**config.mk**
```make
export PLATFORM = sky130hd
export DESIGN_NAME = retrig_oneshot
export DESIGN_NICKNAME = d
export VERILOG_FILES = /design/src/rtl/oneshot_pkg.sv /design/src/rtl/oneshot_sync.sv /design/src/rtl/oneshot_trig_detect.sv /design/src/rtl/oneshot_timer.sv /design/src/rtl/retrig_oneshot.sv
export SDC_FILE = /design/constraint.sdc
export NUM_CORES = 1
export LEC_CHECK = 0
export BUFFER_PORTS_ARGS = -buffer_cell sky130_fd_sc_hd__buf_2
export CAP_MARGIN = 20
export CORE_AREA = 4 4 60 62
export DETAILED_ROUTE_END_ITERATION = 16
export DIE_AREA = 0 0 64 66
export PLACE_DENSITY = 0.73
export RECOVER_POWER = 100
export SLEW_MARGIN = 20
export SYNTH_ARGS = -nofsm -noshare
export SYNTH_HDL_FRONTEND = slang
export SYNTH_SLANG_ARGS = --single-unit
```
**constraint.sdc**
```tcl
create_clock -name clk -period 2.05 [get_ports clk]
set_input_delay 0.1025 -clock clk [delete_from_list [all_inputs] [get_ports clk]]
set_output_delay 0.1025 -clock clk [all_outputs]
set_load 0.03 [all_outputs]
```
**src/rtl/oneshot_pkg.sv**
```systemverilog
package oneshot_pkg;

    typedef enum logic [1:0] {
        ST_IDLE    = 2'd0,
        ST_PULSE   = 2'd1,
        ST_CLEARED = 2'd2
    } os_state_e;

endpackage

```
**src/rtl/oneshot_sync.sv**
```systemverilog
module oneshot_sync #(
    parameter int STAGES = 2
) (
    input  logic clk,
    input  logic rst,
    input  logic d,
    output logic q
);
    logic [STAGES-1:0] chain;

    always_ff @(posedge clk) begin
        if (rst) chain <= '0;
        else     chain <= {chain[STAGES-2:0], d};
    end

    assign q = chain[STAGES-1];
endmodule

```
**src/rtl/oneshot_trig_detect.sv**
```systemverilog
module oneshot_trig_detect #(
    parameter int STAGES = 2
) (
    input  logic clk,
    input  logic rst,
    input  logic rise_raw,
    input  logic fall_raw,
    output logic fire
);
    localparam int WARM = STAGES + 1;
    localparam int WW   = $clog2(WARM + 1);

    logic [1:0]    raw;
    logic [1:0]    lvl;
    logic [1:0]    prev;
    logic [WW-1:0] warm;
    logic          armed;
    logic          rise_ok;
    logic          fall_ok;

    // index 0: rising-edge trigger pin, index 1: falling-edge trigger pin
    assign raw = {fall_raw, rise_raw};

    for (genvar i = 0; i < 2; i++) begin : g_sync
        oneshot_sync #(.STAGES(STAGES)) u_sync (
            .clk (clk),
            .rst (rst),
            .d   (raw[i]),
            .q   (lvl[i])
        );
    end

    always_ff @(posedge clk) begin
        if (rst) prev <= '0;
        else     prev <= lvl;
    end

    // edges are only trusted once the synchronizers hold post-reset data
    always_ff @(posedge clk) begin
        if (rst)                     warm <= '0;
        else if (warm != WW'(WARM))  warm <= warm + 1'b1;
    end

    assign armed   = (warm == WW'(WARM));
    assign rise_ok = lvl[0] & ~prev[0] & lvl[1];
    assign fall_ok = ~lvl[1] & prev[1] & ~lvl[0];
    assign fire    = armed & (rise_ok | fall_ok);
endmodule

```
**src/rtl/oneshot_timer.sv**
```systemverilog
module oneshot_timer #(
    parameter int LEN_W = 16
) (
    input  logic             clk,
    input  logic             rst,
    input  logic             load,
    input  logic             dec,
    input  logic [LEN_W-1:0] len,
    output logic [LEN_W-1:0] cnt,
    output logic             last
);
    logic [LEN_W-1:0] ld_val;

    assign ld_val = (len == '0) ? LEN_W'(1) : len;

    always_ff @(posedge clk) begin
        if (rst)       cnt <= '0;
        else if (load) cnt <= ld_val;
        else if (dec)  cnt <= cnt - 1'b1;
    end

    assign last = (cnt == LEN_W'(1));
endmodule

```
**src/rtl/retrig_oneshot.sv**
```systemverilog
module retrig_oneshot
    import oneshot_pkg::*;
#(
    parameter int LEN_W       = 16,
    parameter int SYNC_STAGES = 2
) (
    input  logic             clk,
    input  logic             rst,
    input  logic             clr_n,
    input  logic             trig_rise_i,
    input  logic             trig_fall_i,
    input  logic             lockout_i,
    input  logic [LEN_W-1:0] len_i,
    output logic             q_o,
    output logic             q_n_o
);
    os_state_e        state;
    os_state_e        state_nx;
    logic             trig_fire;
    logic             tmr_load;
    logic             tmr_dec;
    logic             tmr_last;
    logic [LEN_W-1:0] cnt_cur;

    oneshot_trig_detect #(.STAGES(SYNC_STAGES)) u_detect (
        .clk      (clk),
        .rst      (rst),
        .rise_raw (trig_rise_i),
        .fall_raw (trig_fall_i),
        .fire     (trig_fire)
    );

    oneshot_timer #(.LEN_W(LEN_W)) u_timer (
        .clk  (clk),
        .rst  (rst),
        .load (tmr_load),
        .dec  (tmr_dec),
        .len  (len_i),
        .cnt  (cnt_cur),
        .last (tmr_last)
    );

    // next-state and timer commands; clear dominates every transition
    always_comb begin
        state_nx = state;
        tmr_load = 1'b0;
        tmr_dec  = 1'b0;
        if (!clr_n) begin
            state_nx = ST_CLEARED;                     // abort
        end else begin
            unique case (state)
                ST_IDLE: begin
                    if (trig_fire) begin               // start
                        state_nx = ST_PULSE;
                        tmr_load = 1'b1;
                    end
                end
                ST_CLEARED: begin
                    if (trig_fire) begin               // resume-start
                        state_nx = ST_PULSE;
                        tmr_load = 1'b1;
                    end else begin                     // resume
                        state_nx = ST_IDLE;
                    end
                end
                ST_PULSE: begin
                    if (trig_fire && !lockout_i) begin // reload
                        tmr_load = 1'b1;
                    end else if (tmr_last) begin       // expire
                        state_nx = ST_IDLE;
                    end else begin                     // tick
                        tmr_dec = 1'b1;
                    end
                end
                default: state_nx = ST_IDLE;
            endcase
        end
    end

    // state register
    always_ff @(posedge clk) begin
        if (rst) state <= ST_IDLE;
        else     state <= state_nx;
    end

    // output register pair
    always_ff @(posedge clk) begin
        if (rst) begin
            q_o   <= 1'b0;
            q_n_o <= 1'b1;
        end else begin
            q_o   <= (state_nx == ST_PULSE);
            q_n_o <= (state_nx != ST_PULSE);
        end
    end
endmodule

```
## Word level (Yosys, flattened, before mapping)

Cells that the tools add are included.

- Divide/modulo/power cells: 0
- Reductions and logical operators: 6
- Equality and inequality tests: 7
- Multiplexer cells: 17
- $lt $le $gt $ge: 0
- Multiply operators: 0
- Bitwise operators: 9
- Shift-type cells: 0
- Add/sub/neg operators: 2

Operators by type and width:

| kind | count |
|---|---|
| 16-bit two-way mux | 3 |
| 16-bit by 1-bit equality test with 1-bit output (second input constant) | 1 |
| 16-bit logical NOT | 1 |
| 16-bit by 1-bit subtractor with 16-bit output (second input constant) | 1 |
| 1-bit two-way mux | 8 |
| 2-bit two-way mux | 4 |
| 2-bit one-hot mux with 3 select lines | 1 |
| 1-bit AND | 5 |
| 2-bit by 1-bit equality test with 1-bit output (second input constant) | 2 |
| 2-bit equality test (second input constant) | 2 |
| 1-bit NOT | 3 |
| 2-bit by 1-bit adder with 2-bit output (second input constant) | 1 |
| 2-bit logical NOT | 1 |
| 2-bit by 1-bit != test with 1-bit output (second input constant) | 1 |
| 2-bit != test (second input constant) | 1 |
| 1-bit one-hot mux with 2 select lines | 1 |
| 2-bit nonzero test | 1 |
| 2-bit OR reduction | 1 |
| 1-bit logical AND | 1 |
| 1-bit logical NOT | 1 |
| 1-bit bitwise OR | 1 |

- Memory bits (read-only): 0
- Bits in registers: 28
- Bits in writable memories: 0
- Input bits: 22
- Memories: 0
- Latch bits: 0
- Output and inout bits: 2
- Logic and storage cells: 49

## Logic depth before layout (Yosys ltp)

- Depth in word-level cells: 11
- Gate-level depth with buffers: 7
- Depth with buffers taken out: 7

## By module

Synthesis repeated with hierarchy kept, for this count alone.

- Cell total of the unflattened synthesis: 149
- Area, all modules: 1,375.1 sq um

By module, submodules not included:

| module | cells an instance | sequential area each (sq um) | times used | area an instance (sq um) |
|---|---|---|---|---|
| oneshot_timer | 113 | 320.3 | 1 | 960.9 |
| oneshot_trig_detect | 14 | 80.1 | 1 | 155.1 |
| retrig_oneshot | 14 | 80.1 | 1 | 153.9 |
| oneshot_sync | 4 | 40.0 | 2 | 52.6 |

## Least setup slack after synthesis

OpenSTA, ideal clock, no wires.

- Path type: reg2reg
- Start point: register u_timer.cnt[1]
- End point: register u_timer.cnt[6]
- Library setup time: 0.119 ns
- Path buffers: 0
- Data required time: 1.931 ns
- Cell stages (with the launch flop): 8
- Data arrival time: 1.936 ns
- Slack: -0.004 ns
- Period minus slack after synthesis: 2.054 ns
- Path through: dfxtp_1 inv_1 ha_1 or4b_1 o41a_1 a31oi_4 a21oi_1 o221a_1

- Longest elaborated chain between the ends: 6
- Elaborated cells between the ends (all ways): 9
- Those cells by class: 1 x add/sub; 1 x eq/ne; 6 x mux; 1 x reduce/logical

Ends and longest elaborated chain:

| element | RTL line | RTL |
|---|---|---|
| start: declaration | oneshot_timer.sv:9 | `output logic [LEN_W-1:0] cnt,` |
| start signal: assignment | oneshot_timer.sv:18 | `else if (load) cnt <= ld_val;` |
| start signal: assignment | oneshot_timer.sv:19 | `else if (dec) cnt <= cnt - 1'b1;` |
| branches (longest 6 deep; another with 16-bit by 1-bit subtractor with 16-bit output) | - |  |

Parallel ways; which one is timed is not known. The select of a mux whose other input is x is not followed.
A chain may end at the register's enable or synchronous reset.

## Worst setup path in the final report

- Start point: register u_timer.cnt[1]
- End point: register u_timer.cnt[4]

Same word-level chain as after synthesis.

==> impl_metrics.csv <==
group,metric,value,unit
outcome,status,"finished with violations",
outcome,violations,"negative setup slack",
global_route,grt_max_degree,34,
global_route,grt_pass1_wl,6.92,mm
synth,ys_warn_count,0,
worst_setup_path,slowest_delay,0.48,ns
cells_and_area,layout-drive-gt1-share,36.7,%
clock_network,clock_latency,0.36,ns
synth,synth-xor-area-share,1.16,%
power_and_ir_drop,power,0.00108,W
cells_and_area,regArea,564,µm²
floorplanning,dieArea,4220,µm²
floorplanning,rows,20,
synth,synthArstFlopShare,0,%
placed_design,io_buffers,23,
hold_path,min_path_type,"primary input to flop",
synth,syn_nets,189,
floorplanning,core-area,3030,µm²
clock_network,h-tree-depth,1,
cells_and_area,multi_input_area,1010,µm²
timing,finalSetupViolations,6,
placed_design,hpwl,3.09,mm
timing,rsz0062_at_grt,"true",
clock_network,cts_sinks,28,
synth,syn-instance-count,164,
synth,synth_compound_area_share,27.0,%
cells_and_area,layout_common_cells,"26 x buf_4, 25 x dfxtp_1, 21 x buf_2",
synth,synth_seq_cells,28,
synth,ys.flop_type,"dfxtp_1",
timing,timing.slew.headroom,62.3,%
cells_and_area,syn_to_final_growth,36.1,%
worst_setup_path,path_cells,"inv_2, ha_4, or4b_4, o41a_1, buf_4, nand4_4, a2bb2oi_2, a21oi_1",
worst_setup_path,cp_slowest_cell,"or4b_4",
clock_network,tritoncts,"yes",
synth,synth_edf_count,0,
global_route,first_global_vias,1535,
placed_design,place_ws,-0.0622,ns
global_route,antenna_found_initial,0,
placed_design,placed_cells,251,
synth,synthAdderAreaFrac,2.49,%
timing,finClkSkew,0.0118,ns
synth,synth_top_family_by_area,"simple AND/OR/NAND/NOR gates",
clock_network,clkTransAtPathRegs,0.17,ns
power_and_ir_drop,peakVddDrop,0.000271,V
clock_network,cts_buffer_depth,2,
synth,yosysSeqAreaShare,37.1,%
worst_setup_path,path_delay_family,"compound AO/OA/AOI/OAI gates",
drt,wl_per_cell,17.2,µm
drt,first_pass_iters,4,
synth,synth.distinct_cells,54,
floorplanning,start_util,49.9,%
drt,drt.antenna.violating_nets,0,
worst_setup_path,cp_data_required_time,2.29,ns
cells_and_area,final_common_cell,"buf_4",
timing,tightest_slew,0.565,ns
synth,syn_avg_cell_area,9.21,µm²
drt,vias,1586,
cells_and_area,final_nets,244,
worst_setup_path,worst-endpoint-arrival,2.32,ns
cells_and_area,fillers,245,
synth,netlist_area,1510,µm²
worst_setup_path,cp.buffers_inverters,2,
synth,synth-simple-area-share,28.9,%
timing,fin_hold_ws,0.0157,ns
cells_and_area,final_util,67.9,%
power_and_ir_drop,power_density,526,nW/µm²
floorplanning,die_w,64,µm
drt,routed_wl,4.50,mm
placed_design,gp_congestion,0.846,
timing,hold_viol,0,
timing,timing.final.crit_share,101,%
worst_setup_path,crit_fanout,5,
timing,max_freq,0.481,GHz
synth,muxShareOfSynthArea,1.33,%
flow_run,maxCapViolCount,0,
floorplanning,dieHeight,66,µm
timing,fin_ws,-0.0300,ns
clock_network,cts_buffers,3,
power_and_ir_drop,power.leakage,0.837,nW
cells_and_area,n_antenna_cell,0,
worst_setup_path,worstSetupPathType,"flop to flop",
drt,avgViaCountPerCell,6.05,
floorplanning,ioPinCount,24,
worst_setup_path,cp-end-kind,"flop",
cells_and_area,final_cells,262,
worst_setup_path,crit_path_start_kind,"flop",
timing,finalCriticalPeriod,2.08,ns
timing,slew_viol_final,0,
drt,drt_iter0_markers,86,
global_route,grt-ovfl-total,0,
clock_network,cts-root-buf,"clkbuf_4",
global_route,grt_util_all_layers,20.9,%
drt,drc_errors,0,
==> flip-flops by register name, indices dropped and copies added, names as in the netlist <==
register                      cells
q_n_o                             1
state                             2
u_timer.cnt                      16
q_o                               1
u_detect.prev                     2
u_detect.warm                     2
u_detect.g_sync.u_sync.chain      4
==> Yosys cell counts, types with 2 or more instances <==
cell | count | area (µm²)
nand2_1 | 9 | 33.8
nor2b_1 | 8 | 50.1
nor4_1 | 9 | 56.3
dfxtp_1 | 28 | 561
ha_1 | 3 | 37.5
inv_1 | 3 | 11.3
a22oi_1 | 2 | 15.0
and3b_1 | 3 | 26.3
clkbuf_1 | 5 | 18.8
o21ai_0 | 3 | 15.0
a31oi_1 | 2 | 12.5
o22ai_1 | 2 | 12.5
nor3_1 | 2 | 10.0
a21oi_1 | 11 | 55.1
nand4b_1 | 3 | 26.3
or2_2 | 2 | 12.5
o311ai_0 | 3 | 26.3
nand2b_1 | 2 | 12.5
or4_1 | 4 | 30.0
o21a_1 | 2 | 15.0
a2bb2oi_1 | 2 | 17.5
nand3_1 | 2 | 10.0
a311oi_1 | 2 | 17.5
or3_1 | 3 | 18.8
nand3b_1 | 2 | 15.0
nor3b_1 | 3 | 22.5
nor2_1 | 14 | 52.6
mux2i_1 | 2 | 20.0
o211ai_1 | 3 | 22.5
==> report_power, final <==
part           total (W)  switching, W  internal [W]
registers       0.000571    0.00000987      0.000561
clock network   0.000386      0.000188      0.000198
logic           0.000124     0.0000670     0.0000574
total            0.00108      0.000265      0.000817
==> final timing paths <==
kind	from	endpoint	slack, ns	cells after the start
worst min register to register	u_detect.g_sync[1].u_sync.chain[0]$_SDFF_PP0_	u_detect.g_sync[1].u_sync.chain[1]$_SDFF_PP0_	0.46	1
worst min-delay path	len_i[8]	u_timer.cnt[8]$_SDFFE_PP0P_	0.02	3
worst max register to register	u_timer.cnt[1]$_SDFFE_PP0P_	u_timer.cnt[4]$_SDFFE_PP0P_	-0.03	8
worst max-delay path	u_timer.cnt[1]$_SDFFE_PP0P_	u_timer.cnt[4]$_SDFFE_PP0P_	-0.03	8
==> routing by layer <==
layer,GRT usage (%),vias to the layer above,part of all wire [%]
li1,-,752,-
met4,8.63,0,1.8
met3,2.72,7,5.8
met1,26.8,765,40
met2,35.2,62,52
met5,0,-,0
==> worst register-to-register path: stages, from the launching register on <==
cell and delay [ns]:
dfxtp_2 0.35, inv_2 0.07, ha_4 0.11, or4b_4 0.48
o41a_1 0.44, buf_4 0.19, nand4_4 0.09, a2bb2oi_2 0.16
a21oi_1 0.08
==> cell families (layout without fill, tap and decap cells) <==
family | count (synthesis) | count (layout)
simple gates | 72 | 72
compound gates | 49 | 49
flops | 28 | 28
buf+inv | 8 | 62
fa+ha+maj | 3 | 3
xor+xnor | 2 | 2
mux | 2 | 2
==> metrics by stage <==
| stage | TNS [ns] | instance area (µm²) |
|---|---|---|
| floorplan | -0.00441 | 1510 |
| global placement | 0 | 1850 |
| detailed placement | -0.235 | 1850 |
| CTS | -0.00984 | 1960 |
| global route | -1.01 | 2060 |
| finish | -0.111 | 2060 |
==> timing repair <==
action / 4_1_cts / 5_1_grt
gates resized for setup: 6 / 17
endpoints found under the setup margin: 11 / 17
hold buffers: 4 / 0
setup buffers: 0 / 4
cloned: 0 / 0
hold endpoints to repair: 4 / 0
pin swaps: 0 / 6
==> final cells by class <==
cell class	instances	share of cell area (%)
Clock buffer	3	1.10
Clock inverter	1	1.46
Inverter	3	0.548
Multi-Input combinational cell	128	49.1
Sequential cell	28	27.4
Tap cell	44	2.68
Timing Repair Buffer	55	17.7
(Power assumes the default switching activity.)
